$ cat src/rtl/mac_pkg.sv
package mac_pkg;

   typedef enum logic [1:0] {
      MAC_IDLE = 2'd0,
      MAC_RD   = 2'd1,
      MAC_WR   = 2'd2,
      MAC_GAP  = 2'd3
   } mac_state_e;

endpackage

$ cat src/rtl/mac_reg.sv
module mac_reg #(
   parameter int W = 8
) (
   input  logic         clk,
   input  logic         rst_n,
   input  logic         load,
   input  logic [W-1:0] d,
   output logic [W-1:0] q
);

   generate
      if (W < 1) begin : g_bad_width
         $error("mac_reg: W must be at least 1");
      end
   endgenerate

   always_ff @(posedge clk or negedge rst_n) begin
      if (!rst_n)     q <= '0;
      else if (load)  q <= d;
   end

endmodule

$ cat src/rtl/mac_seq.sv
module mac_seq
   import mac_pkg::*;
#(
   parameter int GAP_CYCLES = 1
) (
   input  logic clk,
   input  logic rst_n,
   input  logic req_valid,
   input  logic req_we,
   input  logic mem_done,
   output logic accept,
   output logic rd_capture,
   output logic req_ready,
   output logic mem_rd,
   output logic mem_wr,
   output logic rd_valid
);

   localparam int GW = (GAP_CYCLES > 1) ? $clog2(GAP_CYCLES + 1) : 1;

   generate
      if (GAP_CYCLES < 1) begin : g_bad_gap
         $error("mac_seq: GAP_CYCLES must be at least 1");
      end
   endgenerate

   mac_state_e state_q, state_d;
   logic       gap_last;
   logic       rd_valid_q;

   assign req_ready  = (state_q == MAC_IDLE);
   assign accept     = req_valid && req_ready;
   assign mem_rd     = (state_q == MAC_RD);
   assign mem_wr     = (state_q == MAC_WR);
   assign rd_capture = mem_rd && mem_done;
   assign rd_valid   = rd_valid_q;

   generate
      if (GAP_CYCLES == 1) begin : g_gap_single
         assign gap_last = 1'b1;
      end else begin : g_gap_count
         logic [GW-1:0] gap_cnt;
         always_ff @(posedge clk or negedge rst_n) begin
            if (!rst_n)                   gap_cnt <= '0;
            else if (state_q != MAC_GAP)  gap_cnt <= '0;
            else                          gap_cnt <= gap_cnt + 1'b1;
         end
         assign gap_last = (gap_cnt == GW'(GAP_CYCLES - 1));
      end
   endgenerate

   always_comb begin
      state_d = state_q;
      unique case (state_q)
         MAC_IDLE: if (accept)   state_d = req_we ? MAC_WR : MAC_RD;
         MAC_RD:   if (mem_done) state_d = MAC_GAP;
         MAC_WR:   if (mem_done) state_d = MAC_GAP;
         MAC_GAP:  if (gap_last) state_d = MAC_IDLE;
         default:                state_d = MAC_IDLE;
      endcase
   end

   always_ff @(posedge clk or negedge rst_n) begin
      if (!rst_n) begin
         state_q    <= MAC_IDLE;
         rd_valid_q <= 1'b0;
      end else begin
         state_q    <= state_d;
         rd_valid_q <= rd_capture;
      end
   end

   // strobes exclusive
   assert_strobe_excl_R7: assert property (@(posedge clk) disable iff (!rst_n)
      !(mem_rd && mem_wr));

   // both strobes drop after completion
   assert_drop_after_done_R7: assert property (@(posedge clk) disable iff (!rst_n)
      ((mem_rd || mem_wr) && mem_done) |=> (!mem_rd && !mem_wr));

   // read strobe held until feedback
   assert_rd_hold_R2: assert property (@(posedge clk) disable iff (!rst_n)
      (mem_rd && !mem_done) |=> mem_rd);

   // write strobe held until feedback
   assert_wr_hold_R4: assert property (@(posedge clk) disable iff (!rst_n)
      (mem_wr && !mem_done) |=> mem_wr);

   // read pulse only after a read completion
   assert_rd_valid_src_R3: assert property (@(posedge clk) disable iff (!rst_n)
      rd_valid |-> $past(mem_rd && mem_done));

   // no acceptance while a strobe is up
   assert_busy_not_ready_R6: assert property (@(posedge clk) disable iff (!rst_n)
      (mem_rd || mem_wr) |-> !req_ready);

endmodule

$ cat src/rtl/mem_access_ctrl.sv
module mem_access_ctrl
   import mac_pkg::*;
#(
   parameter int ADDR_W     = 8,
   parameter int DATA_W     = 16,
   parameter int GAP_CYCLES = 1
) (
   input  logic              clk,
   input  logic              rst_n,
   input  logic              req_valid,
   input  logic              req_we,
   input  logic [ADDR_W-1:0] req_addr,
   input  logic [DATA_W-1:0] req_wdata,
   output logic              req_ready,
   output logic              rd_valid,
   output logic [DATA_W-1:0] rd_data,
   output logic [ADDR_W-1:0] mem_addr,
   output logic [DATA_W-1:0] mem_wdata,
   output logic              mem_rd,
   output logic              mem_wr,
   input  logic              mem_done,
   input  logic [DATA_W-1:0] mem_rdata
);

   generate
      if (ADDR_W < 1 || ADDR_W > 32) begin : g_bad_addr
         $error("mem_access_ctrl: ADDR_W out of range 1..32");
      end
      if (DATA_W < 1) begin : g_bad_data
         $error("mem_access_ctrl: DATA_W must be at least 1");
      end
   endgenerate

   logic              accept;
   logic              rd_capture;
   logic              buf_load;
   logic [DATA_W-1:0] buf_d;
   logic [DATA_W-1:0] buf_q;
   logic [ADDR_W-1:0] adr_q;

   mac_seq #(
      .GAP_CYCLES (GAP_CYCLES)
   ) u_seq (
      .clk        (clk),
      .rst_n      (rst_n),
      .req_valid  (req_valid),
      .req_we     (req_we),
      .mem_done   (mem_done),
      .accept     (accept),
      .rd_capture (rd_capture),
      .req_ready  (req_ready),
      .mem_rd     (mem_rd),
      .mem_wr     (mem_wr),
      .rd_valid   (rd_valid)
   );

   mac_reg #(.W(ADDR_W)) u_adr_reg (
      .clk   (clk),
      .rst_n (rst_n),
      .load  (accept),
      .d     (req_addr),
      .q     (adr_q)
   );

   assign buf_load = rd_capture || (accept && req_we);
   assign buf_d    = rd_capture ? mem_rdata : req_wdata;

   mac_reg #(.W(DATA_W)) u_buf_reg (
      .clk   (clk),
      .rst_n (rst_n),
      .load  (buf_load),
      .d     (buf_d),
      .q     (buf_q)
   );

   assign mem_addr  = adr_q;
   assign mem_wdata = buf_q;
   assign rd_data   = buf_q;

   // accepted read appears on the strobe with its address
   assert_rd_issue_R2: assert property (@(posedge clk) disable iff (!rst_n)
      (req_valid && req_ready && !req_we) |=> (mem_rd && mem_addr == $past(req_addr)));

   // accepted write appears with address and data
   assert_wr_issue_R4: assert property (@(posedge clk) disable iff (!rst_n)
      (req_valid && req_ready && req_we) |=>
         (mem_wr && mem_addr == $past(req_addr) && mem_wdata == $past(req_wdata)));

   // address and data stable while waiting
   assert_stable_wait_R8: assert property (@(posedge clk) disable iff (!rst_n)
      ((mem_rd || mem_wr) && !mem_done) |=> ($stable(mem_addr) && $stable(mem_wdata)));

   // delivered word equals memory word at completion
   assert_rd_data_R3: assert property (@(posedge clk) disable iff (!rst_n)
      (mem_rd && mem_done) |=> (rd_valid && rd_data == $past(mem_rdata)));

endmodule

$ cat config.mk
export PLATFORM = sky130hd
export DESIGN_NAME = mem_access_ctrl
export DESIGN_NICKNAME = d
export VERILOG_FILES = /design/src/rtl/mac_pkg.sv /design/src/rtl/mac_reg.sv /design/src/rtl/mac_seq.sv /design/src/rtl/mem_access_ctrl.sv
export SDC_FILE = /design/constraint.sdc
export NUM_CORES = 1
export LEC_CHECK = 0
export ABC_AREA = 1
export BUFFER_PORTS_ARGS = -buffer_cell sky130_fd_sc_hd__buf_2
export CAP_MARGIN = 25
export CORE_ASPECT_RATIO = 1.2
export CORE_UTILIZATION = 40
export DETAILED_ROUTE_END_ITERATION = 10
export GPL_TIMING_DRIVEN = 0
export MAX_ROUTING_LAYER = met4
export PLACE_DENSITY_LB_ADDON = 0.3
export SYNTH_ARGS = -nofsm -noshare
export SYNTH_HDL_FRONTEND = slang
export SYNTH_SLANG_ARGS = --single-unit
$ cat constraint.sdc
create_clock -name clk -period 1.8 [get_ports clk]
set_clock_uncertainty 0.1 [all_clocks]
set_input_delay 0.09 -clock clk [delete_from_list [all_inputs] [get_ports clk]]
set_output_delay 0.09 -clock clk [all_outputs]
set_load 0.01 [all_outputs]
Word level (Yosys, flattened, before mapping)
Index checks and enable logic that the tools add are counted.

cells by class
  $add $sub $neg = 0
  multiply operators = 0
  div/mod/pow operators = 0
  magnitude comparators = 0
  eq/ne operators = 5
  shift operators = 0
  multiplexer cells = 5
  bitwise operators = 0
  reductions and logical operators = 7

operators by type and width
  cell                                                                   count
  16-bit 2-to-1 mux                                                      1
  2-bit 2-to-1 mux                                                       3
  2-bit case mux with 3 select lines                                     1
  2-bit equality test, second input constant                             2
  1-bit logical AND                                                      3
  2-bit by 1-bit equality test with 1-bit output, second input constant  1
  2-bit logical NOT                                                      1
  2-bit by 1-bit != test with 1-bit output, second input constant        1
  2-bit != test, second input constant                                   1
  2-bit AND reduction                                                    1
  2-bit OR reduction                                                     1
  1-bit logical OR                                                       1

word-level totals
  flip-flop bits (word level) = 27
  latch bits = 0
  RAM bits = 0
  ROM bits = 0
  input port bits = 45
  output and inout bits = 44
  memories = 0

Longest topological paths before layout
  depth in word-level cells = 4
  mapped depth = 9

Hierarchy
Synthesis repeated with hierarchy kept, for this count alone.

unflattened totals
  cells, all modules = 202
  area total of the unflattened synthesis = 1536.5 µm²

modules (own cells, without submodules)
  module               instances  cells an instance  area an instance (µm²)
  mac_reg (u_buf_reg)  1          68                 644.4
  mem_access_ctrl      1          70                 366.6
  mac_reg (u_adr_reg)  1          34                 305.3
  mac_seq              1          30                 220.2

Worst setup path before layout
Ideal clock, no wire load.

  kind = flip-flop to flip-flop
  start point = register u_seq.state_q[1]
  end point = register u_buf_reg.q[6]
  library setup time = 117 ps
  data arrival time = 1225 ps
  data required time = 1583 ps
  setup slack = 358 ps
  cell stages (with the launch flop) = 10
  path buffers = 2
  cells stage by stage = dfrtp_1 > inv_1 > ha_1 > buf_4 > nand2_8 > buf_6 > nand2_1 > nand2_1 > nand2_1 > nand2_1

RTL lines
  what                                                   line                                          text
  start: declaration                                     mac_seq.sv:27                                 mac_state_e state_q, state_d;
  start signal: assignment                               mac_seq.sv:68                                 state_q <= state_d;
  2-bit by 1-bit equality test with 1-bit output *       mac_seq.sv:33                                 assign mem_rd = (state_q == MAC_RD);
  net mem_rd                                             mem_access_ctrl.sv:19                         output logic mem_rd,
  1-bit logical AND *                                    mac_seq.sv:35                                 assign rd_capture = mem_rd && mem_done;
  16-bit 2-to-1 mux or 1-bit logical OR (tied branches)  mem_access_ctrl.sv:66, mem_access_ctrl.sv:65
  end signal: assignment                                 mac_reg.sv:18                                 if (!rst_n) q <= '0;
  end signal: assignment                                 mac_reg.sv:19                                 else if (load) q <= d;
  end: declaration                                       mac_reg.sv:8                                  output logic [W-1:0] q

The timed path passes the listed nets; every way through them passes the cells marked *.
A chain may end at the register's enable or synchronous reset.

Worst setup path after layout
  start point = register u_seq.state_q[1]
  end point = register u_buf_reg.q[1]

on the way
  cells in the longest elaborated chain, start to end = 4

ends and longest elaborated chain
  what               line                   text
  2-bit logical NOT  mac_seq.sv:31          assign req_ready = (state_q == MAC_IDLE);
  1-bit logical AND  mac_seq.sv:32          assign accept = req_valid && req_ready;
  1-bit logical AND  mem_access_ctrl.sv:65  assign buf_load = rd_capture || (accept && req_we);
  1-bit logical OR   mem_access_ctrl.sv:65

Several ways; a longest one is shown, not always the timed one.

==> impl_metrics.tcl <==
set metrics [dict create \
    synth_cell_type_count 12 \
    worst_slack_ps 262 \
    sw_frac 0.416 \
    rsz0062_at_grt "false" \
    worst-endpoint-arrival_ps 1610 \
    area_growth_pct 42.4 \
    synth.yosys.seq_area_share 0.429 \
    first_pass_grt_wire_length_mm 6.29 \
    leakage_nw 1.37 \
    clock_latency_ps 270 \
    power.internal_mw 1.97 \
    floorplan.initialDensity 0.426 \
    drt_drc_violations_left 0 \
    final-max-slew-violation-count 0 \
    cp-start-kind "flop" \
    switchingPower_mw 1.40 \
    die_outline_area_sq_um 4190 \
    maxClockFrequency_ghz 0.650 \
    first_iter_violations 71 \
    ys_ff_latch 27 \
    peakVddDrop_mv 0.729 \
    groute.usage.overall 0.198 \
    layout_min_cycle_time_ps 1540 \
    grt-ovfl-total 0 \
    synth_cells 202 \
    drive_above_1_share 0.397 \
    final.period_utilization 0.854 \
    cts_resized 0 \
    row_count 24 \
    pwr-share-clk 0.100 \
    max_cap_viol_count 0 \
    drt_first_pass_iters 4 \
    place.detailed.hpwl_mm 2.82 \
    timing.final.setup_violations 0 \
    vias 1611 \
    gp_routability_congestion 0.848 \
    power_frac_seq 0.320 \
    number_of_synthesis_warnings 0 \
    share_comb_of_total_power 0.580 \
    cp_data_required_time_ps 1870 \
    first_global_vias 1482 \
    cts_made_buffers 3 \
    wirelength_routed_mm 3.87 \
    preCtsSetupSlack_ps 280 \
    io_pins 89 \
    fin_setup_tns_ps 0 \
    clkSinkCount 27 \
    detail_route.wl_per_cell_microns 10.8 \
    initial_antenna_violation_count 0 \
    status "completed" \
    core-area_sq_um 3690 \
    largest_net_degree_at_the_start_of_global_routing 28 \
    h-tree-depth 1 \
    tritoncts_clock_tree "yes" \
    root_buffer "sky130_fd_sc_hd__clkbuf_8" \
    final_net_count 355 \
    antenna_left 0 \
    post_synthesis_net_count 251 \
    num_antenna_cells 0 \
    worst_slew_pin_slew_ps 611 \
    die_y_microns 70.7 \
    timing.max_slew.rel_slack 0.593 \
    path_class "flop to flop" \
    clkTransAtPathRegs_ps 90 \
    worstPathMaxFanout 10 \
    pwr_density_cell_nw_per_um2 1500 \
    min_path_type "primary input to flop" \
    die_w_microns 59.3 \
    average_size_of_a_mapped_cell_sq_um 7.79 \
    vias_per_cell 4.51 \
    ctsLongestPathBuffers 2 \
    hold_viol_final 0 \
    post_synth_instance_area_sq_um 1570 \
    io_buffer_count 87 \
    worst_setup_path_end_kind "flop" \
]
==> cell families after synthesis <==
group | count (synthesis) | share of synthesized area
and+or+nand+nor | 136 | 0.380
buffers and inverters | 34 | 0.156
DFF | 27 | 0.429
adders and majority gates | 4 | 0.0318
AOI/OAI and AO/OA | 1 | 0.00318
==> timing repair <==
action | 4_1_cts | 5_1_grt
setup buffers | 0 | 0
hold buffers | 12 | 0
hold endpoints to repair | 38 | 0
==> placed cells by master, fill, tap and decap left out, types with 3 or more instances in the layout <==
| cell type | instances |
|---|---|
| sky130_fd_sc_hd__nand2_1 | 93 |
| sky130_fd_sc_hd__buf_2 | 88 |
| sky130_fd_sc_hd__nand3_1 | 40 |
| sky130_fd_sc_hd__dfrtp_1 | 27 |
| sky130_fd_sc_hd__buf_4 | 21 |
| sky130_fd_sc_hd__dlygate4sd3_1 | 12 |
| sky130_fd_sc_hd__inv_1 | 7 |
| sky130_fd_sc_hd__buf_6 | 5 |
| sky130_fd_sc_hd__ha_1 | 4 |
| sky130_fd_sc_hd__clkbuf_8 | 3 |
==> power by group through the flow <==
| stage | Clock (mW) | Combinational [mW] | Sequential [mW] |
|---|---|---|---|
| finish | 0.338 | 1.95 | 1.08 |
| global placement | 0 | 1.92 | 1.09 |
| global route | 0.373 | 2.19 | 1.12 |
| detailed placement | 0 | 1.95 | 1.09 |
| CTS | 0.347 | 1.98 | 1.08 |
| floorplan | 0 | 1.17 | 1.20 |
==> final cells by class <==
| cell class | count | area [sq um] |
|---|---|---|
| buffer | 27 | 219 |
| fill | 374 | 1450 |
| clock buffer | 3 | 41.3 |
| sequential | 27 | 676 |
| timing repair buffer | 99 | 556 |
| clock inverter | 1 | 5.00 |
| inverter | 7 | 26.3 |
| multi-input combinational | 141 | 653 |
| tap | 52 | 65.1 |
==> flip-flops by register name (all words and copies together), names as in the netlist <==
| signal | flops |
|---|---|
| u_buf_reg.q | 16 |
| u_adr_reg.q | 8 |
| u_seq.state_q | 2 |
| u_seq.rd_valid | 1 |
==> critical path, stage by stage, from the launching register on <==
cell	delay [ps]
sky130_fd_sc_hd__dfrtp_1	410
sky130_fd_sc_hd__inv_1	110
sky130_fd_sc_hd__ha_1	180
sky130_fd_sc_hd__buf_4	190
sky130_fd_sc_hd__nand2_8	80
sky130_fd_sc_hd__buf_6	150
sky130_fd_sc_hd__nand2_1	60
sky130_fd_sc_hd__nand2_1	50
sky130_fd_sc_hd__nand2_1	60
sky130_fd_sc_hd__nand2_1	50
==> Yosys cell counts <==
| library cell | number | area (sq um) |
|---|---|---|
| sky130_fd_sc_hd__nand2_8 | 1 | 20.0 |
| sky130_fd_sc_hd__o21ai_0 | 1 | 5.00 |
| sky130_fd_sc_hd__buf_6 | 5 | 56.3 |
| sky130_fd_sc_hd__buf_2 | 1 | 5.00 |
| sky130_fd_sc_hd__nand3_1 | 40 | 200 |
| sky130_fd_sc_hd__ha_1 | 4 | 50.1 |
| sky130_fd_sc_hd__dfrtp_1 | 27 | 676 |
| sky130_fd_sc_hd__inv_1 | 7 | 26.3 |
| sky130_fd_sc_hd__buf_4 | 21 | 158 |
| sky130_fd_sc_hd__nand3_4 | 1 | 17.5 |
| sky130_fd_sc_hd__nand2_1 | 93 | 349 |
| sky130_fd_sc_hd__nand2_4 | 1 | 11.3 |
==> routing by layer <==
metal / global-route usage / up-vias / part of all wire
met1: 0.226 / 727 / 0.41
met5: - / - / 0
met3: 0.0219 / 4 / 0.045
met2: 0.352 / 57 / 0.53
met4: 0.0661 / 0 / 0.011
li1: - / 823 / -
==> final timing paths <==
| kind | end | cells past startpoint | start | slack [ps] |
|---|---|---|---|---|
| max | u_buf_reg.q[1] | 9 | u_seq.state_q[1] | 260 |
| min | u_buf_reg.q[14] | 5 | req_wdata[14] | 5 |
| max reg2reg | u_buf_reg.q[1] | 9 | u_seq.state_q[1] | 260 |
| min reg2reg | u_adr_reg.q[7] | 2 | u_adr_reg.q[7] | 370 |
| max in group asynchronous | u_buf_reg.q[13] | 2 | rst_n | 920 |
| min in group asynchronous | u_adr_reg.q[7] | 2 | rst_n | 280 |
==> through the flow <==
step | power [mW] | util | area (sq um) | cells | hold slack (ps)
2_1_floorplan | 2.36 | - | 1570 | 202 | -306
6_report | 3.37 | 0.607 | 2240 | 357 | 5.17
5_1_grt | 3.68 | 0.607 | 2240 | 357 | 21.3
3_5_place_dp | 3.05 | 0.562 | 2070 | 341 | 33.5
3_3_place_gp | 3.01 | 0.562 | 2070 | 341 | 36.1
4_1_cts | 3.41 | 0.607 | 2240 | 357 | 0.909
(Power assumes the default switching activity.)
